==> src/rtl/alu_flag_pkg.sv <==
package alu_flag_pkg;
    localparam int DATA_W   = 8;
    localparam int FLAG_N   = 3;
    localparam int BIT_C    = 0;
    localparam int BIT_DC   = 1;
    localparam int BIT_Z    = 2;
    localparam int BIT_PD   = 3;
    localparam int BIT_TO   = 4;
    localparam int BIT_PAGE = 5;

    // encoding is {time_out, power_down}
    typedef enum logic [1:0] {
        CS_WDT_DOZE  = 2'b00,
        CS_WDT_AWAKE = 2'b01,
        CS_DOZE      = 2'b10,
        CS_FRESH     = 2'b11
    } cause_e;
endpackage

==> src/rtl/status_write_decode.sv <==
module status_write_decode #(
    parameter int ADDR_W      = 5,
    parameter int STATUS_ADDR = 3,
    parameter int FLAG_N      = 3
) (
    input  logic              wr_en,
    input  logic [ADDR_W-1:0] wr_addr,
    input  logic [FLAG_N-1:0] upd,
    output logic              wr_hit,
    output logic [FLAG_N-1:0] flag_wr
);
    localparam logic [ADDR_W-1:0] HIT_ADDR = ADDR_W'(STATUS_ADDR);

    always_comb begin
        wr_hit  = wr_en && (wr_addr == HIT_ADDR);
        flag_wr = {FLAG_N{wr_hit}} & ~upd;
    end
endmodule

==> src/rtl/flag_bank.sv <==
module flag_bank #(
    parameter int FLAG_N = 3
) (
    input  logic              clk,
    input  logic              rst_n,
    input  logic              wr_hit,
    input  logic [FLAG_N-1:0] flag_wr,
    input  logic [FLAG_N-1:0] wr_bits,
    input  logic [FLAG_N-1:0] upd,
    input  logic [FLAG_N-1:0] alu_bits,
    input  logic              page_bit,
    output logic [FLAG_N-1:0] flag_q,
    output logic              page_q
);
    for (genvar i = 0; i < FLAG_N; i++) begin : g_flag
        always_ff @(posedge clk) begin
            if (!rst_n)          flag_q[i] <= 1'b0;
            else if (upd[i])     flag_q[i] <= alu_bits[i];
            else if (flag_wr[i]) flag_q[i] <= wr_bits[i];
        end

        a_r5_alu_wins: assert property (@(posedge clk) disable iff (!rst_n)
            upd[i] |=> flag_q[i] == $past(alu_bits[i]));
        a_r3_write_lands: assert property (@(posedge clk) disable iff (!rst_n)
            (wr_hit && !upd[i]) |=> flag_q[i] == $past(wr_bits[i]));
        a_r10_flag_hold: assert property (@(posedge clk) disable iff (!rst_n)
            (!wr_hit && !upd[i]) |=> $stable(flag_q[i]));
    end

    always_ff @(posedge clk) begin
        if (!rst_n)      page_q <= 1'b0;
        else if (wr_hit) page_q <= page_bit;
    end
endmodule

==> src/rtl/cause_tracker.sv <==
module cause_tracker
    import alu_flag_pkg::*;
(
    input  logic clk,
    input  logic rst_n,
    input  logic ev_powerup,
    input  logic ev_wdt_clear,
    input  logic ev_sleep,
    input  logic ev_wdt_ovf,
    output logic time_out,
    output logic power_down
);
    cause_e state_q, state_d;

    always_ff @(posedge clk) begin
        if (!rst_n) state_q <= CS_FRESH;
        else        state_q <= state_d;
    end

    always_comb begin
        state_d = state_q;
        if (ev_powerup || ev_wdt_clear) begin
            state_d = CS_FRESH;
        end else if (ev_wdt_ovf) begin
            unique case (state_q)
                CS_FRESH, CS_WDT_AWAKE:
                    state_d = ev_sleep ? CS_WDT_DOZE : CS_WDT_AWAKE;
                CS_DOZE, CS_WDT_DOZE:
                    state_d = CS_WDT_DOZE;
            endcase
        end else if (ev_sleep) begin
            state_d = CS_DOZE;
        end
    end

    always_comb begin
        unique case (state_q)
            CS_FRESH:     {time_out, power_down} = 2'b11;
            CS_DOZE:      {time_out, power_down} = 2'b10;
            CS_WDT_AWAKE: {time_out, power_down} = 2'b01;
            CS_WDT_DOZE:  {time_out, power_down} = 2'b00;
        endcase
    end

    a_r6_wake_sets_both: assert property (@(posedge clk) disable iff (!rst_n)
        (ev_powerup || ev_wdt_clear) |=> (time_out && power_down));
    a_r7_sleep_alone: assert property (@(posedge clk) disable iff (!rst_n)
        (ev_sleep && !ev_wdt_ovf && !ev_powerup && !ev_wdt_clear)
        |=> (time_out && !power_down));
    a_r8_ovf_clears_to: assert property (@(posedge clk) disable iff (!rst_n)
        (ev_wdt_ovf && !ev_powerup && !ev_wdt_clear) |=> !time_out);
    a_r8_ovf_keeps_pd: assert property (@(posedge clk) disable iff (!rst_n)
        (ev_wdt_ovf && !ev_sleep && !ev_powerup && !ev_wdt_clear)
        |=> $stable(power_down));
    a_r4_cause_quiet: assert property (@(posedge clk) disable iff (!rst_n)
        (!ev_wdt_ovf && !ev_sleep && !ev_powerup && !ev_wdt_clear)
        |=> $stable({time_out, power_down}));
endmodule

==> src/rtl/alu_flag_reg.sv <==
module alu_flag_reg
    import alu_flag_pkg::*;
#(
    parameter int ADDR_W      = 5,
    parameter int STATUS_ADDR = 3
) (
    input  logic              clk,
    input  logic              rst_n,
    input  logic              wr_en,
    input  logic [ADDR_W-1:0] wr_addr,
    input  logic [7:0]        wr_data,
    input  logic              alu_z,
    input  logic              alu_dc,
    input  logic              alu_c,
    input  logic              upd_z,
    input  logic              upd_dc,
    input  logic              upd_c,
    input  logic              ev_powerup,
    input  logic              ev_wdt_clear,
    input  logic              ev_sleep,
    input  logic              ev_wdt_ovf,
    output logic [7:0]        rd_data,
    output logic              page_sel
);
    logic              wr_hit;
    logic [FLAG_N-1:0] upd, alu_bits, wr_bits, flag_wr, flag_q;
    logic              page_q, time_out, power_down;
    logic              unused_wr_bits;

    assign upd            = {upd_z, upd_dc, upd_c};
    assign alu_bits       = {alu_z, alu_dc, alu_c};
    assign wr_bits        = {wr_data[BIT_Z], wr_data[BIT_DC], wr_data[BIT_C]};
    assign unused_wr_bits = ^{wr_data[7:6], wr_data[BIT_TO], wr_data[BIT_PD]};

    status_write_decode #(
        .ADDR_W(ADDR_W), .STATUS_ADDR(STATUS_ADDR), .FLAG_N(FLAG_N)
    ) u_decode (
        .wr_en(wr_en), .wr_addr(wr_addr), .upd(upd),
        .wr_hit(wr_hit), .flag_wr(flag_wr)
    );

    flag_bank #(.FLAG_N(FLAG_N)) u_flags (
        .clk(clk), .rst_n(rst_n), .wr_hit(wr_hit), .flag_wr(flag_wr),
        .wr_bits(wr_bits), .upd(upd), .alu_bits(alu_bits),
        .page_bit(wr_data[BIT_PAGE]), .flag_q(flag_q), .page_q(page_q)
    );

    cause_tracker u_cause (
        .clk(clk), .rst_n(rst_n), .ev_powerup(ev_powerup),
        .ev_wdt_clear(ev_wdt_clear), .ev_sleep(ev_sleep),
        .ev_wdt_ovf(ev_wdt_ovf), .time_out(time_out), .power_down(power_down)
    );

    always_comb begin
        rd_data           = '0;
        rd_data[BIT_PAGE] = page_q;
        rd_data[BIT_TO]   = time_out;
        rd_data[BIT_PD]   = power_down;
        rd_data[BIT_Z]    = flag_q[2];
        rd_data[BIT_DC]   = flag_q[1];
        rd_data[BIT_C]    = flag_q[0];
        page_sel          = page_q;
    end

    a_r2_top_bits_zero: assert property (@(posedge clk) disable iff (!rst_n)
        rd_data[7:6] == 2'b00);
    a_r4_write_no_cause: assert property (@(posedge clk) disable iff (!rst_n)
        (wr_en && !ev_powerup && !ev_wdt_clear && !ev_sleep && !ev_wdt_ovf)
        |=> $stable({rd_data[BIT_TO], rd_data[BIT_PD]}));
endmodule

==> config.mk <==
export PLATFORM = sky130hd
export DESIGN_NAME = alu_flag_reg
export DESIGN_NICKNAME = d
export VERILOG_FILES = /design/src/rtl/alu_flag_pkg.sv /design/src/rtl/status_write_decode.sv /design/src/rtl/flag_bank.sv /design/src/rtl/cause_tracker.sv /design/src/rtl/alu_flag_reg.sv
export SDC_FILE = /design/constraint.sdc
export NUM_CORES = 1
export LEC_CHECK = 0
export BUFFER_PORTS_ARGS = -buffer_cell sky130_fd_sc_hd__buf_4
export CAP_MARGIN = 20
export CORE_AREA = 2 2 39 41
export CTS_BUF_LIST = sky130_fd_sc_hd__clkbuf_8
export DETAILED_ROUTE_END_ITERATION = 7
export DIE_AREA = 0 0 41 43
export PLACE_DENSITY = 0.57
export SKIP_CTS_REPAIR_TIMING = 1
export SLEW_MARGIN = 20
export SYNTH_ARGS = -nofsm -noshare
export SYNTH_HDL_FRONTEND = slang
export SYNTH_SLANG_ARGS = --single-unit
==> constraint.sdc <==
create_clock -name clk -period 1.2 [get_ports clk]
set_input_delay 0.3 -clock clk [delete_from_list [all_inputs] [get_ports clk]]
set_output_delay 0.3 -clock clk [all_outputs]
set_load 0.03 [all_outputs]
==> results.json <==
{
  "die_w_um": 41,
  "cpPeakStageDelay_ns": 0.34,
  "syn-cell-area_sq_um": 329.1,
  "synth_warnings": 0,
  "skew_ns": 0,
  "async_flop_share": 0,
  "final_antenna_net_count": 0,
  "p_leak_nw": 0.2748,
  "syn_inst": 41,
  "setup-violations-final": 0,
  "synth_edf_count": 0,
  "ys_types": 16,
  "clk_pin_slew_ns": 0.04,
  "drc_errors": 0,
  "vias": 350,
  "cp_data_required_time_ns": 0.90,
  "io_buffers": 28,
  "gr-usage-all-layers": 0.1006,
  "fmax_ghz": 0.9768,
  "path_buf_inv": 1,
  "wire_per_inst_um": 9.537,
  "worst-path-stages": 1,
  "ys_seq_area_frac": 0.3650,
  "reg2reg_depth": 2,
  "clockRootBuffer": "clkbuf_8",
  "r2r_end": "u_flags.page_q",
  "tns_ns": 0,
  "initial_core_util": 0.2378,
  "cp-end-kind": "output pin",
  "total_power_uw": 638.2,
  "placementRows": 14,
  "ys_ff_latch": 6,
  "place_area_sq_um": 518.0,
  "vias_per_cell": 4.268,
  "drt-total-wl_um": 782,
  "place_congestion": 0.7210,
  "grt_pass1_vias": 316,
  "syn2layout_area_growth_pct": 69.96,
  "fin_crit_ns": 1.024,
  "drive_gt1_frac": 0.5000,
  "die_h_um": 43,
  "status": "finished clean",
  "grt_max_degree": 6,
  "critPathLaunch": "u_flags.page_q",
  "synth_most_common_cell": "o21ai_0",
  "vdd_ir_drop_max_v": 0.0005154,
  "start_kind": "flop",
  "drt_first_pass_iters": 3,
  "drt-initial-drc-count": 4,
  "nFillCells": 148,
  "syn_avg_cell_area_sq_um": 8.026,
  "final_area_sq_um": 559.3,
  "endpoint": "rd_data[5]",
  "fp.coreArea_sq_um": 1384,
  "hpwl_um": 668.7,
  "slowest_stage": "dfxtp_1",
  "ioPinCount": 35,
  "die_area_sq_um": 1763,
  "cts_tree": "yes",
  "cts_buffers": 3,
  "path_class": "reg2out",
  "r2r_slack_ns": 0.58,
  "synth_flop_cell": "dfxtp_1",
  "grt_setup_unrepaired": "no",
  "ctsLongestPathBuffers": 2,
  "antenna_found_initial": 0,
  "yosysTopAreaCell": "dfxtp_1",
  "worstPathArrival_ns": 0.72,
  "crit_family": "flip-flops",
  "synth.area.top_cells": "dfxtp_1, o21ai_0, buf_4",
  "cts.sinks": 6,
  "r2r_start": "u_flags.page_q",
  "final-max-slew-violation-count": 0,
  "crit_chain": "buf_4",
  "synth_top_area_frac": 0.3650,
  "grt-ovfl-total": 0,
  "diodes": 0,
  "hold_path.class": "in2reg",
  "grt_first_pass_wirelength_um": 1166,
  "crit_fanout": 3,
  "hold_viol": 0,
  "h-tree-depth": 1,
  "ys_top_cells_by_count": "o21ai_0, dfxtp_1, buf_4, inv_1",
  "fin_crit_sh": 0.8531,
  "maxCapViolations": 0,
  "clock_latency_ns": 0.22,
  "layout.nets": 94,
  "cellPowerDensity_nw_per_um2": 1141
}
## worst reg2reg max path, cell delays in order, from the launching register on
cell	delay, ns
dfxtp_1	0.34
o21ai_0	0.09
a21boi_1	0.13
## registers in the layout, indices dropped and copies added, names as in the netlist
name             count
u_flags.page_q       1
u_cause.state_q      2
u_flags.flag_q       3
## cells by family after synthesis
logic type,after synthesis,share of synthesized area
other cells,1,0.01140
buf+inv,11,0.1825
flops,6,0.3650
compound gates,16,0.2623
simple gates,7,0.1787
## routing by layer
layer / wire length [um] / vias to the layer above / track usage
met3: 60 / 2 / 0.04712
met5: 0 / - / 0
met4: 10 / 0 / 0.06000
met1: 304 / 150 / 0.1165
met2: 406 / 13 / 0.1438
li1: - / 185 / -
## layout by cell type (no fill, tap or decap)
cell,count
buf_4,28
o21ai_0,9
dfxtp_1,6
inv_1,4
a31oi_1,3
a21oi_1,3
clkbuf_8,3
conb_1,2
nand4bb_2,1
nand2b_1,1
and4bb_2,1
and2b_1,1
nor3b_1,1
nor2_1,1
nand3_1,1
a21boi_1,1
## metrics by stage
stage | hold slack, ns | utilization | worst slack, ns | std cells
global placement | 0.4576 | 0.3743 | 0.1232 | 79
global route | 0.2819 | 0.4042 | 0.1401 | 82
CTS | 0.2732 | 0.4042 | 0.1681 | 82
floorplan | 0.4004 | - | 0.1872 | 42
finish | 0.2705 | 0.4042 | 0.1763 | 82
detailed placement | 0.4591 | 0.3743 | 0.1217 | 79
## final cells by class
type / count / area [sq um] / area share
Multi-Input combinational cell: 25 / 152.6 / 0.2729
Clock buffer: 3 / 41.29 / 0.07383
Tap cell: 16 / 20.02 / 0.03579
Sequential cell: 6 / 120.1 / 0.2148
Inverter: 4 / 15.01 / 0.02685
Timing Repair Buffer: 28 / 210.2 / 0.3758
## report_power, final
part           total [mW]  switching, mW  internal [mW]  leakage, nW
logic               0.126         0.0574         0.0691        0.204
clock network       0.297         0.0824          0.215       0.0216
registers           0.214        0.00415          0.210       0.0494
total               0.638          0.144          0.494        0.275
## worst min path at each step
stage	start	endpoint	slack, ns	cells past startpoint
2_1_floorplan	ev_sleep	u_cause.state_q[0]	0.40	1
3_3_place_gp	u_flags.flag_q[2]	u_flags.flag_q[2]	0.46	2
3_5_place_dp	u_cause.state_q[0]	u_cause.state_q[0]	0.46	2
4_1_cts	ev_sleep	u_cause.state_q[0]	0.27	2
5_1_grt	ev_wdt_ovf	u_cause.state_q[1]	0.28	2
6_report	ev_sleep	u_cause.state_q[0]	0.27	2
Power figures use the tool's default switching activity.
